File: src/rtl/fsr_pkg.sv
package fsr_pkg;
   localparam int WORD_W   = 32;
   localparam int BYTES_W  = WORD_W / 8;
   localparam int APF_POS  = 3;
   localparam int IQE_POS  = 4;
   localparam int ICE_POS  = 5;
   localparam int ITE_POS  = 6;
   localparam int IDX_LSB  = 8;
   localparam int IDX_MAXW = 8;
   typedef logic [WORD_W-1:0]  word_t;
   typedef logic [BYTES_W-1:0] be_t;
endpackage

File: src/rtl/fsr_access_decode.sv
module fsr_access_decode
   import fsr_pkg::*;
#(
   parameter int          ADDR_W     = 8,
   parameter logic [31:0] REG_OFFSET = 32'h34
) (
   input  logic [ADDR_W-1:0] addr,
   input  logic              wr,
   input  logic              rd,
   input  word_t             wdata,
   input  be_t               be,
   output logic              rd_hit,
   output word_t             w1c_mask
);
   localparam int DW_LSB = 2;

   if (ADDR_W <= DW_LSB) begin : g_bad_addr_w
      $error("ADDR_W must exceed the dword offset bits");
   end
   if (REG_OFFSET[DW_LSB-1:0] != '0) begin : g_bad_offset
      $error("REG_OFFSET must be dword aligned");
   end

   logic hit;
   assign hit    = (addr[ADDR_W-1:DW_LSB] == REG_OFFSET[ADDR_W-1:DW_LSB]);
   assign rd_hit = rd & hit;

   for (genvar b = 0; b < BYTES_W; b++) begin : g_lane
      assign w1c_mask[b*8 +: 8] = wdata[b*8 +: 8] & {8{wr & hit & be[b]}};
   end
endmodule

File: src/rtl/fsr_sticky_w1c.sv
module fsr_sticky_w1c #(
   parameter bit STICKY = 1'b1
) (
   input  logic clk,
   input  logic sys_rst,
   input  logic pwr_rst,
   input  logic set,
   input  logic clr,
   output logic q,
   output logic rise
);
   logic hard_rst;

   if (STICKY) begin : g_powergood
      assign hard_rst = pwr_rst;
   end else begin : g_ordinary
      assign hard_rst = pwr_rst | sys_rst;
   end

   always_ff @(posedge clk) begin
      if (hard_rst) q <= 1'b0;
      else          q <= set | (q & ~clr);
   end

   assign rise = set & ~q;

   AST_SET_WINS: assert property (@(posedge clk) disable iff (hard_rst)
      set |=> q);
   AST_W1C_CLEARS: assert property (@(posedge clk) disable iff (hard_rst)
      (q && clr && !set) |=> !q);
   if (STICKY) begin : g_sticky_chk
      AST_STICKY_HOLD: assert property (@(posedge clk) disable iff (pwr_rst)
         (sys_rst && q && !clr) |=> q);
   end
endmodule

File: src/rtl/fsr_index_capture.sv
module fsr_index_capture #(
   parameter int IDX_W = 8
) (
   input  logic             clk,
   input  logic             pwr_rst,
   input  logic             pend_set,
   input  logic             pend_flag,
   input  logic [IDX_W-1:0] pend_idx,
   output logic [IDX_W-1:0] idx_q
);
   logic cap;
   assign cap = pend_set & ~pend_flag;

   always_ff @(posedge clk) begin
      if (pwr_rst)  idx_q <= '0;
      else if (cap) idx_q <= pend_idx;
   end

   AST_IDX_HOLD: assert property (@(posedge clk) disable iff (pwr_rst)
      !cap |=> $stable(idx_q));
   AST_IDX_LOAD: assert property (@(posedge clk) disable iff (pwr_rst)
      cap |=> (idx_q == $past(pend_idx)));
endmodule

File: src/rtl/fsr_event_pulse.sv
module fsr_event_pulse (
   input  logic clk,
   input  logic sys_rst,
   input  logic pwr_rst,
   input  logic rise,
   input  logic mask,
   output logic evt
);
   always_ff @(posedge clk) begin
      if (pwr_rst | sys_rst) evt <= 1'b0;
      else                   evt <= rise & ~mask;
   end

   AST_EVT_ONE_SHOT: assert property (@(posedge clk) disable iff (pwr_rst || sys_rst)
      evt |=> !evt);
   AST_EVT_MASKED: assert property (@(posedge clk) disable iff (pwr_rst || sys_rst)
      (rise && mask) |=> !evt);
endmodule

File: src/rtl/fault_status_reg.sv
module fault_status_reg
   import fsr_pkg::*;
#(
   parameter int          ADDR_W      = 8,
   parameter logic [31:0] REG_OFFSET  = 32'h34,
   parameter int          IDX_W       = 8,
   parameter bit          HAS_INV_ERR = 1'b0
) (
   input  logic              clk,
   input  logic              sys_rst,
   input  logic              pwr_rst,
   input  logic [ADDR_W-1:0] reg_addr,
   input  logic              reg_wr,
   input  logic              reg_rd,
   input  logic [31:0]       reg_wdata,
   input  logic [3:0]        reg_be,
   output logic [31:0]       reg_rdata,
   input  logic              rec_wr,
   input  logic [IDX_W-1:0]  rec_idx,
   input  logic              pend_set,
   input  logic [IDX_W-1:0]  pend_idx,
   input  logic              pend_flag,
   input  logic              inv_tmo_err,
   input  logic              inv_cpl_err,
   input  logic              inv_q_err,
   input  logic              int_mask,
   output logic              evt_req
);
   if (IDX_W < 1 || IDX_W > IDX_MAXW) begin : g_bad_idx_w
      $error("IDX_W must lie in 1..8");
   end

   logic  rd_hit;
   word_t w1c_mask;
   logic  apf_q, apf_rise, apf_set;
   logic [IDX_W-1:0] idx_q;
   logic [2:0] inv_q;
   word_t rd_word;

   fsr_access_decode #(.ADDR_W(ADDR_W), .REG_OFFSET(REG_OFFSET)) u_dec (
      .addr(reg_addr), .wr(reg_wr), .rd(reg_rd), .wdata(reg_wdata),
      .be(reg_be), .rd_hit(rd_hit), .w1c_mask(w1c_mask));

   assign apf_set = rec_wr & (rec_idx == '0);

   fsr_sticky_w1c #(.STICKY(1'b1)) u_apf (
      .clk(clk), .sys_rst(sys_rst), .pwr_rst(pwr_rst), .set(apf_set),
      .clr(w1c_mask[APF_POS]), .q(apf_q), .rise(apf_rise));

   fsr_index_capture #(.IDX_W(IDX_W)) u_idx (
      .clk(clk), .pwr_rst(pwr_rst), .pend_set(pend_set),
      .pend_flag(pend_flag), .pend_idx(pend_idx), .idx_q(idx_q));

   fsr_event_pulse u_evt (
      .clk(clk), .sys_rst(sys_rst), .pwr_rst(pwr_rst),
      .rise(apf_rise), .mask(int_mask), .evt(evt_req));

   if (HAS_INV_ERR) begin : g_inv
      logic [2:0] inv_set;
      logic [2:0] inv_rise_unused;
      assign inv_set = {inv_tmo_err, inv_cpl_err, inv_q_err};
      for (genvar k = 0; k < 3; k++) begin : g_flag
         fsr_sticky_w1c #(.STICKY(1'b0)) u_flag (
            .clk(clk), .sys_rst(sys_rst), .pwr_rst(pwr_rst),
            .set(inv_set[k]), .clr(w1c_mask[IQE_POS+k]),
            .q(inv_q[k]), .rise(inv_rise_unused[k]));
      end
   end else begin : g_no_inv
      logic unused_inv;
      assign unused_inv = inv_tmo_err ^ inv_cpl_err ^ inv_q_err;
      assign inv_q = 3'b000;
   end

   logic unused_mask;
   assign unused_mask = ^{w1c_mask[WORD_W-1:ITE_POS+1], w1c_mask[APF_POS-1:0]};

   always_comb begin
      rd_word = '0;
      rd_word[APF_POS] = apf_q;
      rd_word[ITE_POS:IQE_POS] = inv_q;
      rd_word[IDX_LSB +: IDX_W] = idx_q;
   end

   always_ff @(posedge clk) begin
      if (pwr_rst | sys_rst) reg_rdata <= '0;
      else                   reg_rdata <= rd_hit ? rd_word : '0;
   end

   AST_EVT_NEEDS_FLAG: assert property (@(posedge clk) disable iff (pwr_rst || sys_rst)
      evt_req |-> apf_q);
   AST_RSVD_ZERO: assert property (@(posedge clk) disable iff (pwr_rst || sys_rst)
      (reg_rdata[31:16] == '0) && !reg_rdata[7] && (reg_rdata[2:0] == '0));
   AST_MISS_READS_ZERO: assert property (@(posedge clk) disable iff (pwr_rst || sys_rst)
      !rd_hit |=> (reg_rdata == '0));
endmodule

File: config.mk
export PLATFORM = sky130hd
export DESIGN_NAME = fault_status_reg
export DESIGN_NICKNAME = d
export VERILOG_FILES = /design/src/rtl/fsr_pkg.sv /design/src/rtl/fsr_access_decode.sv /design/src/rtl/fsr_sticky_w1c.sv /design/src/rtl/fsr_index_capture.sv /design/src/rtl/fsr_event_pulse.sv /design/src/rtl/fault_status_reg.sv
export SDC_FILE = /design/constraint.sdc
export NUM_CORES = 1
export LEC_CHECK = 0
export CORE_MARGIN = 3
export CORE_UTILIZATION = 53
export CTS_BUF_LIST = sky130_fd_sc_hd__clkbuf_16
export CTS_CLUSTER_SIZE = 28
export DETAILED_ROUTE_END_ITERATION = 16
export DONT_BUFFER_PORTS = 1
export PLACE_DENSITY = 0.77
export SYNTH_ARGS = -nofsm -noshare
export SYNTH_HDL_FRONTEND = slang
export SYNTH_SLANG_ARGS = --single-unit
File: constraint.sdc
create_clock -name clk -period 0.9 [get_ports clk]
set_input_delay 0.09 -clock clk [delete_from_list [all_inputs] [get_ports clk]]
set_output_delay 0.09 -clock clk [all_outputs]
set_load 0.005 [all_outputs]
* Word-level counts from Yosys, hierarchy flattened
Cells that the tools add are included.
** Cells by class
- Equal/unequal tests :: 1
- Reduce and logical (&&, ||, !) cells :: 2
- Bitwise logic cells :: 16
** Operator list (number)
- 1-bit bitwise AND :: 8
- 8-bit logical NOT :: 1
- 6-bit by 4-bit equality test with 1-bit output, second input constant :: 1
- 1-bit NOT :: 5
- 4-bit bitwise AND :: 1
- 1-bit OR :: 2
- 2-bit OR reduction :: 1
** Storage, ports and cells
- Input bits :: 72
- Output and inout bits :: 33
- Word-level logic and storage cells :: 24
- Flip-flop bits (word level) :: 42

* Depth between registers and ports, before layout
Gate-level depths: netlist of the first run.
- Depth after elaboration :: 7
- Gate-level depth with buffers :: 4

* By module
From an unflattened synthesis of the first run, not the netlist that was laid out.
** Second synthesis, totals
- Cells, all modules :: 162
- Area, all modules :: 1248.7 sq um
** By module, submodules not included
- fault_status_reg :: sequential area each 180.2 sq um, times used 1, area each 449.2 sq um, cells an instance 46
- fsr_access_decode :: sequential area each 0.0 sq um, times used 1, area each 362.8 sq um, cells an instance 75
- fsr_index_capture :: sequential area each 160.2 sq um, times used 1, area each 359.1 sq um, cells an instance 34
- fsr_sticky_w1c :: sequential area each 20.0 sq um, times used 1, area each 42.5 sq um, cells an instance 5
- fsr_event_pulse :: sequential area each 20.0 sq um, times used 1, area each 35.0 sq um, cells an instance 2

* Least setup slack after synthesis of the first run
Ideal clock, no wire load.
- Kind :: register -> register
- Start :: reg u_apf.q
- End :: reg u_evt.evt
- Path slack :: -0.031 ns
- Data arrival time :: 0.866 ns
- Cell stages (with the launch flop) :: 3
- Library setup time :: 0.065 ns
- Period minus slack after synthesis :: 0.931 ns
- Buffers on the path :: 0
- Cells stage by stage :: dfxtp_1 > or4_1 > nor2_1
** Between the ends
- Longest elaborated chain between the ends :: 3
** Ends and longest elaborated chain
- start: declaration :: RTL line fsr_sticky_w1c.sv:9 : output logic q,
- start signal: assignment :: RTL line fsr_sticky_w1c.sv:22 : else q <= set | (q & ~clr);
- 1-bit NOT :: RTL line fsr_sticky_w1c.sv:25 : assign rise = set & ~q;
- 1-bit bitwise AND :: RTL line fsr_sticky_w1c.sv:25
- 1-bit bitwise AND :: RTL line fsr_event_pulse.sv:11 : else evt <= rise & ~mask;
- end signal: assignment :: RTL line fsr_event_pulse.sv:11
- end: declaration :: RTL line fsr_event_pulse.sv:7 : output logic evt
No other way between the ends.
A chain may end at the register's enable or synchronous reset.

* Final worst setup path of the first run
Ends and elaborated chain as after synthesis.

==> results of run 1 <==
through the flow:
step | cell area [µm²] | setup TNS (ps) | std cells | hold WS (ps) | util (%)
6_report | 855.8 | 0 | 102 | 1.983 | 61.90
5_1_grt | 855.8 | -9.531 | 102 | 9.287 | 61.90
3_5_place_dp | 754.5 | -783.2 | 96 | 163.8 | 54.57
2_1_floorplan | 910.9 | 0 | 105 | 236.8 | -
4_1_cts | 854.6 | 0 | 102 | 2.001 | 61.81
3_3_place_gp | 754.5 | -566.3 | 96 | 162.9 | 54.57
worst max-delay path by stage:
stage / to / slack [ps] / cells after the start
after floorplan: reg_rdata[10] / 20 / 3
after global placement: reg_rdata[8] / -60 / 3
after detailed placement: reg_rdata[8] / -90 / 3
after CTS: u_evt.evt / 6 / 2
after global routing: u_evt.evt / -10 / 2
final: u_evt.evt / 20 / 2
area by class of cell:
type,count,area share (%)
flip-flops and latches,19,44.59
clock inverters,1,0.5848
clock buffers,3,8.772
well taps,15,2.193
multi-input cells,61,40.64
repair buffers,3,3.216
metal layers:
layer  vias up  routed length (µm)
met5         -                   0
met4         0                  35
met1       215                 400
li1        231                   -
met3         4                 193
met2        42                 594
Yosys cell counts, types with 2 or more instances:
cell type	instances
dfxtp_1	19
buf_2	2
nor2_1	9
and2_1	9
buf_4	23
mux2i_1	8
nand4b_1	2
cell families after synthesis:
family / count (synthesis)
AOI/OAI and AO/OA: 2
buffers and inverters: 25
DFF: 19
muxes: 8
other: 1
and+or+nand+nor: 28
what timing repair did:
item | in CTS | in global routing
buffers inserted | 0 | 0
resized for setup | 0 | 1
hold buffers | 2 | 0
setup endpoints to repair | 0 | 1
hold endpoints to repair | 9 | 0
sequential cells by signal, indices dropped and copies added (netlist names):
signal and count:
reg_rdata 9, u_evt.evt 1, u_apf.q 1, u_idx.idx_q 8
power by group through the flow:
stage	clock network, mW	registers, mW	logic [mW]
2_1_floorplan	0	0.882	0.150
3_3_place_gp	0	0.884	0.0781
3_5_place_dp	0	0.885	0.0799
4_1_cts	0.896	0.867	0.0923
5_1_grt	0.934	0.868	0.108
6_report	0.874	0.868	0.0940
==> impl_metrics.env, run 1 <==
export IMPL_synth_top_family_by_area="buffers and inverters"
export IMPL_max_stage_delay_ps=400
export IMPL_routabilityCongestion=0.7101
export IMPL_synth_seq_cells=19
export IMPL_status="finished clean"
export IMPL_cts_max_path_buffers=2
export IMPL_cp_top_family="simple AND/OR/NAND/NOR gates"
export IMPL_fillerInstances=120
export IMPL_htreeDepth=1
export IMPL_holdPathStages=2
export IMPL_irDropWorstVdd_v=0.001132
export IMPL_grt_use_met3_pct=5.929
export IMPL_drt_vias_per_instance=4.824
export IMPL_cp_cell_sequence="or4_1, nor2_1"
export IMPL_dieWidth_um=45.53
export IMPL_portBuffers=0
export IMPL_drive_gt1_share_pct=9.195
export IMPL_rrSetupSlack_ps=20
export IMPL_pwr_share_seq_pct=47.3
export IMPL_synthToLayoutAreaGrowth_pct=3.323
export IMPL_antennaDiodeCount=0
export IMPL_pre_cts_slack_ps=-91.08
export IMPL_drc=0
export IMPL_track_usage_pct=12.58
export IMPL_synthAdderAreaFrac_pct=0
export IMPL_p_per_area_nw_per_um2=2144
export IMPL_rsz0062_at_grt="true"
export IMPL_synth_top_area_share_pct=45.92
export IMPL_syn_area_um2=828.3
export IMPL_initial_utilization_pct=59.91
export IMPL_timing_final_crit_share_pct=97.37
export IMPL_synthCells=83
export IMPL_placeableCoreArea_um2=1383
export IMPL_crit_fanout=3
export IMPL_antenna_found_initial=0
export IMPL_cts_tree="done"
export IMPL_critPathCaptureType="flip-flop"
export IMPL_insertion_delay_ps=240
export IMPL_fin_crit_ps=876.3
export IMPL_finClkSkew_ps=0.4644
export IMPL_hp_class="input port to flip-flop"
export IMPL_use_met1_pct=14.73
export IMPL_synth_area_mux_share_pct=9.668
export IMPL_cp_num_buf_inv=0
export IMPL_setup_violations_final=0
export IMPL_busiest_layer="met2"
export IMPL_overflow=0
export IMPL_multi_input_area_um2=347.8
export IMPL_maxCapViolCount=0
export IMPL_grt_pass1_vias=407
export IMPL_cts_sinks=19
export IMPL_die_y_um=45.53
export IMPL_start_kind="flip-flop"
export IMPL_p_switching_uw=343.8
export IMPL_dr_pass1_iters=3
export IMPL_critical_path_required_ps=1080
export IMPL_drt_iter0_markers=5
export IMPL_synth_seq_area_share_pct=45.92
export IMPL_cpMaxStageDelayCell="or4_1"
export IMPL_reg2reg_from="u_apf.q"
export IMPL_met2_usage_pct=17.55
export IMPL_slew_viol_final=0
export IMPL_grt_max_degree=12
export IMPL_synth_enable_flop_cells=0
export IMPL_layout_commonest_cell="conb_1"
export IMPL_yosysTopAreaCell="dfxtp_1"
export IMPL_switching_share_pct=18.73
export IMPL_power_mw=1.835
export IMPL_rr_worst_depth=2
export IMPL_postRouteAntennaNets=0
export IMPL_critical_path_startpoint="u_apf.q"
export IMPL_synthFlopType="dfxtp_1"
export IMPL_wl_um=1224
export IMPL_num_vias=492
export IMPL_timing_worst_setup_path_type="flip-flop to flip-flop"
export IMPL_async_flop_share_pct=0
export IMPL_seq_area_um2=381.6
export IMPL_cts_made_buffers=3
export IMPL_min_to="u_idx.idx_q[3]"
export IMPL_yosys_warnings=0
export IMPL_clock_fmax_mhz=1141
export IMPL_synth_compound_area_share_pct=1.511
export IMPL_die_area_um2=2073
export IMPL_synthSimpleGateAreaFrac_pct=20.39
export IMPL_pwr_share_comb_pct=5.1
export IMPL_synth_xor_area_share_pct=0
export IMPL_rows=13
export IMPL_cp_arrival_ps=1060
export IMPL_routedWlPerCell_um=12.00
export IMPL_io_pins=105
export IMPL_p_clk_share_pct=47.6
export IMPL_ys_types=18
export IMPL_worstHoldStart="pend_idx[3]"
export IMPL_nets=160
export IMPL_hold_viol=0
export IMPL_hpwl_um=1012
export IMPL_timing_final_ws_setup_ps=23.69
export IMPL_internal_power_mw=1.491
export IMPL_grt_first_pass_wirelength_um=1787
export IMPL_final_cell_mix="conb_1, dfxtp_1, nor2_1, and2_1, mux2i_1"
export IMPL_syn_avg_cell_area_um2=9.979
export IMPL_clock_root_buffer="clkbuf_16"
export IMPL_rr_endpoint="u_evt.evt"
export IMPL_ys_top_cells_by_area="dfxtp_1, buf_4, mux2i_1, and2_1, nor2_1"
export IMPL_clk_pin_slew_ps=50
export IMPL_p_leak_nw=0.3781
(Power assumes the default switching activity.)
==> run 2, diff against run 1 <==
--- a/config.mk
+++ b/config.mk
@@ -8,3 +8,3 @@
 export CORE_MARGIN = 3
-export CORE_UTILIZATION = 53
+export CORE_UTILIZATION = 58
 export CTS_BUF_LIST = sky130_fd_sc_hd__clkbuf_16
@@ -13,3 +13,3 @@
 export DONT_BUFFER_PORTS = 1
-export PLACE_DENSITY = 0.77
+export PLACE_DENSITY = 0.8
 export SYNTH_ARGS = -nofsm -noshare
==> constraint.sdc (replaced) <==
create_clock -name clk -period 0.84 [get_ports clk]
set_input_delay 0.168 -clock clk [delete_from_list [all_inputs] [get_ports clk]]
set_output_delay 0.168 -clock clk [all_outputs]
set_load 0.005 [all_outputs]
==> impl_metrics.env, run 2 (synthesized netlist as in run 1, its figures left out) <==
export IMPL_portBuffers=0
export IMPL_stdcell_area_um2=875.8
export IMPL_largestRegisters="reg_rdata (9), u_idx.idx_q (8)"
export IMPL_postRouteAntennaNets=0
export IMPL_grt_max_degree=12
export IMPL_pwr_share_seq_pct=47.5
export IMPL_dr_pass1_iters=5
export IMPL_pwr_share_comb_pct=5.2
export IMPL_num_vias=540
export IMPL_seq_area_um2=380.4
export IMPL_finClkSkew_ps=0.5502
export IMPL_cts_sinks=19
export IMPL_largest_reg_flops=9
export IMPL_timing_worst_setup_path_type="input port to flip-flop"
export IMPL_timing_final_crit_share_pct=99.55
export IMPL_drc=0
export IMPL_placeableCoreArea_um2=1216
export IMPL_setup_violations_final=0
export IMPL_clock_root_buffer="clkbuf_16"
export IMPL_max_stage_delay_ps=410
export IMPL_regMostFlops="reg_rdata"
export IMPL_hold_viol=8
export IMPL_nets=161
export IMPL_cts_made_buffers=3
export IMPL_clk_pin_slew_ps=50
export IMPL_internal_power_mw=1.592
export IMPL_cp_cell_sequence="or3b_4, nor3_4, and2_1"
export IMPL_initial_utilization_pct=68.11
export IMPL_rows=12
export IMPL_placed_cell_area_um2=765.7
export IMPL_switching_share_pct=18.67
export IMPL_status="finished, violations left"
export IMPL_irDropWorstVdd_v=0.001090
export IMPL_htreeDepth=1
export IMPL_violations="hold timing"
export IMPL_critical_path_required_ps=1020
export IMPL_fin_crit_ps=836.2
export IMPL_routedWlPerCell_um=14.37
export IMPL_dieWidth_um=43.79
export IMPL_routabilityCongestion=0.7347
export IMPL_drt_vias_per_instance=5.294
export IMPL_die_y_um=43.79
export IMPL_drive_gt1_share_pct=13.64
export IMPL_multi_input_area_um2=376.6
export IMPL_antennaDiodeCount=0
export IMPL_insertion_delay_ps=240
export IMPL_slew_viol_final=0
export IMPL_final_cell_mix="conb_1, dfxtp_1, nor2_1"
export IMPL_hold_slack_ps=-12.11
export IMPL_cp_arrival_ps=1020
export IMPL_start_kind="input port"
export IMPL_clock_fmax_mhz=1196
export IMPL_fillerInstances=81
export IMPL_die_area_um2=1918
export IMPL_fin_tns_setup_ps=0
export IMPL_layout_commonest_cell="conb_1"
export IMPL_p_switching_uw=365.5
export IMPL_io_pins=105
export IMPL_track_usage_pct=13.85
export IMPL_critPathCaptureType="flip-flop"
export IMPL_grt_pass1_vias=461
export IMPL_rsz0062_at_grt="true"
export IMPL_p_leak_nw=0.3956
export IMPL_timing_final_ws_setup_ps=3.787
export IMPL_crit_fanout=11
export IMPL_p_clk_share_pct=47.3
export IMPL_overflow=0
export IMPL_drt_iter0_markers=10
export IMPL_grt_first_pass_wirelength_um=1918
export IMPL_cts_max_path_buffers=2
export IMPL_dpl_cell_count=96
export IMPL_cts_tree="done"
export IMPL_hp_class="input port to flip-flop"
export IMPL_synthToLayoutAreaGrowth_pct=5.740
export IMPL_cpMaxStageDelayCell="or3b_4"
export IMPL_pre_cts_slack_ps=-236.7
export IMPL_maxCapViolCount=0
export IMPL_stdcell_count=102
export IMPL_p_per_area_nw_per_um2=2235
export IMPL_wl_um=1466
export IMPL_hpwl_um=1047
export IMPL_antenna_found_initial=0
[run 2: repair_timing]
action	CTS	global route
setup endpoints to repair	2	10
pin swaps	1	5
hold endpoints to repair	9	9
cloned	0	1
gates resized for setup	0	3
setup buffers	0	1
[run 2: power by group through the flow]
stage / Clock (mW) / Combinational [mW] / Sequential [mW]
floorplan: 0 / 0.168 / 0.945
global placement: 0 / 0.0868 / 0.947
detailed placement: 0 / 0.0884 / 0.948
CTS: 0.942 / 0.0905 / 0.930
global route: 0.970 / 0.114 / 0.931
finish: 0.926 / 0.101 / 0.930
[run 2: per-stage QoR]
step / power [mW] / utilization, %
after global routing: 2.015 / 72.02
after CTS: 1.963 / 69.44
final: 1.958 / 72.02
after global placement: 1.034 / 62.96
after detailed placement: 1.036 / 62.96
after floorplan: 1.114 / -
[run 2: final timing paths]
path / start / to / slack, ps / depth (start not counted)
worst max-delay path: pwr_rst / reg_rdata[11] / 4 / 3
worst min-delay path: pwr_rst / u_apf.q / -10 / 1
worst max register to register: u_apf.q / u_evt.evt / 10 / 2
worst min register to register: u_idx.idx_q[1] / reg_rdata[9] / 450 / 1
[run 2: routing by layer]
| layer | GRT usage (%) | wire, µm | up-vias |
|---|---|---|---|
| met5 | 0 | 0 | - |
| met4 | 9.639 | 27 | 0 |
| met3 | 5.809 | 254 | 4 |
| met2 | 22.67 | 686 | 54 |
| met1 | 14.07 | 497 | 246 |
| li1 | - | - | 236 |
[run 2: area by class of cell]
cell class	count	share of cell area [%]
flip-flops and latches	19	43.43
multi-input cells	62	43.00
clock buffers	3	8.571
repair buffers	3	2.571
well taps	14	2.000
clock inverters	1	0.4286
[run 2: worst max-delay path: cells and delay by family]
kind	cells	cell delay, ps
simple gates	3	850
==> run 3, diff against run 2 <==
- CORE_UTILIZATION: 58 -> 63
- CTS_BUF_LIST: sky130_fd_sc_hd__clkbuf_16 -> sky130_fd_sc_hd__clkbuf_4 sky130_fd_sc_hd__clkbuf_8
- PLACE_DENSITY: 0.8 -> 0.85
==> impl_metrics.env, run 3 (synthesized netlist as in run 1, its figures left out) <==
export IMPL_violations="hold timing, setup timing"
export IMPL_status="finished, violations left"
export IMPL_fin_crit_ps=882.1
export IMPL_drt_vias_per_instance=4.940
export IMPL_grt_pass1_vias=450
export IMPL_reg2reg_from="u_apf.q"
export IMPL_synthToLayoutAreaGrowth_pct=-3.927
export IMPL_rr_worst_depth=2
export IMPL_clk_pin_slew_ps=90
export IMPL_portBuffers=0
export IMPL_postRouteAntennaNets=0
export IMPL_setup_violations_final=1
export IMPL_cpMaxStageDelayCell="or4_1"
export IMPL_cp_cell_sequence="or4_1, nor2_1"
export IMPL_power_mw=1.484
export IMPL_largest_reg_flops=9
export IMPL_insertion_delay_ps=290
export IMPL_clock_root_buffer="clkbuf_4"
export IMPL_pre_cts_slack_ps=-217.0
export IMPL_initial_utilization_pct=70.73
export IMPL_hold_viol=9
export IMPL_cts_made_buffers=3
export IMPL_routabilityCongestion=0.6718
export IMPL_timing_final_crit_share_pct=105.0
export IMPL_final_cell_mix="conb_1, dfxtp_1, nor2_1, and2_1, mux2i_1"
export IMPL_clock_fmax_mhz=1134
export IMPL_cp_num_buf_inv=0
export IMPL_placed_cell_area_um2=765.7
export IMPL_cts_max_path_buffers=2
export IMPL_die_area_um2=1786
export IMPL_dieWidth_um=42.26
export IMPL_holdPathStages=1
export IMPL_drc=0
export IMPL_routedWlPerCell_um=12.36
export IMPL_start_kind="flip-flop"
export IMPL_critical_path_required_ps=1070
export IMPL_hold_slack_ps=-65.98
export IMPL_antenna_found_initial=0
export IMPL_wl_um=1236
export IMPL_p_per_area_nw_per_um2=1865
export IMPL_p_leak_nw=0.3539
export IMPL_largestRegisters="reg_rdata (9), u_idx.idx_q (8)"
export IMPL_fillerInstances=81
export IMPL_dr_pass1_iters=2
export IMPL_timing_worst_setup_path_type="flip-flop to flip-flop"
export IMPL_drt_iter0_markers=1
export IMPL_overflow=0
export IMPL_rsz0062_at_grt="true"
export IMPL_cts_tree="done"
export IMPL_maxCapViolCount=0
export IMPL_irDropWorstVdd_v=0.0009622
export IMPL_cp_arrival_ps=1110
export IMPL_rows=12
export IMPL_antennaDiodeCount=0
export IMPL_regMostFlops="reg_rdata"
export IMPL_io_pins=105
export IMPL_hpwl_um=1020
export IMPL_critPathCaptureType="flip-flop"
export IMPL_die_y_um=42.26
export IMPL_track_usage_pct=14.63
export IMPL_crit_fanout=2
export IMPL_critical_path_startpoint="u_apf.q"
export IMPL_timing_final_ws_setup_ps=-42.06
export IMPL_grt_first_pass_wirelength_um=1918
export IMPL_rr_endpoint="u_evt.evt"
export IMPL_cts_sinks=19
export IMPL_rrSetupSlack_ps=-40
export IMPL_drive_gt1_share_pct=10.47
export IMPL_post_cts_buffers=0
export IMPL_layout_commonest_cell="conb_1"
export IMPL_stdcell_area_um2=795.8
export IMPL_htreeDepth=1
export IMPL_finClkSkew_ps=1.933
export IMPL_hp_class="input port to flip-flop"
export IMPL_max_stage_delay_ps=390
export IMPL_slew_viol_final=0
export IMPL_placeableCoreArea_um2=1171
export IMPL_num_vias=494
export IMPL_min_to="u_idx.idx_q[2]"
export IMPL_worstHoldStart="pwr_rst"
export IMPL_nets=159
export IMPL_grt_max_degree=12
export IMPL_cp_top_family="simple AND/OR/NAND/NOR gates"
run 3: cell count changes in the layout (fill, tap and decap cells not counted):
cell	delta
inv_1	-1
and2_1	+1
o31ai_1	+1
clkbuf_16	-3
clkbuf_4	+4
nor3_4	-1
buf_4	-1
and2_4	-1
o31ai_2	-1
run 3: worst register-to-register path, delay by kind of cell, from the launching register on:
family           cells  cell delay (ps)
and+or+nand+nor      2              500
DFF                  1              320
run 3: final cells by class:
type,count,area [µm²],area share (%)
flip-flops and latches,19,380.4,47.80
well taps,14,17.52,2.201
clock buffers,4,30.03,3.774
repair buffers,2,15.01,1.887
multi-input cells,61,352.8,44.34
run 3: what timing repair did:
action	4_1_cts	5_1_grt
endpoints found under the setup margin	1	1
pin swaps	1	0
gates resized for setup	0	0
hold endpoints to repair	9	9
run 3: how the worst max path moves through the flow:
stage                                to  slack (ps)  cells after the start
after floorplan           reg_rdata[10]        -100                      3
after global placement    reg_rdata[13]        -210                      3
after detailed placement   reg_rdata[8]        -220                      3
after CTS                     u_evt.evt         -40                      2
after global routing          u_evt.evt         -80                      2
final                         u_evt.evt         -40                      2
run 3: per-layer routing:
metal  wire, µm  part of all wire (%)  GRT usage [%]  up-vias
met5          0                     0              0        -
met4         44                   3.6          13.04        0
met3        202                    16          6.009        5
met2        588                    48          23.71       44
met1        401                    32          13.87      216
li1           -                     -              -      229
run 3: metrics by stage:
| stage | utilization [%] | TNS [ps] | instances |
|---|---|---|---|
| after global routing | 67.95 | -78.43 | 100 |
| final | 67.95 | -42.06 | 100 |
| after global placement | 65.38 | -1807 | 96 |
| after CTS | 67.95 | -39.42 | 100 |
| after floorplan | - | -907.0 | 105 |
| after detailed placement | 65.38 | -1995 | 96 |
run 3: report_power, final:
| group | switching (mW) | internal, mW | leakage (nW) | total [mW] |
|---|---|---|---|---|
| Sequential | 0.00755 | 0.919 | 0.154 | 0.927 |
| Clock | 0.250 | 0.217 | 0.0184 | 0.467 |
| Combinational | 0.0530 | 0.0372 | 0.181 | 0.0902 |
| Total | 0.311 | 1.17 | 0.354 | 1.48 |
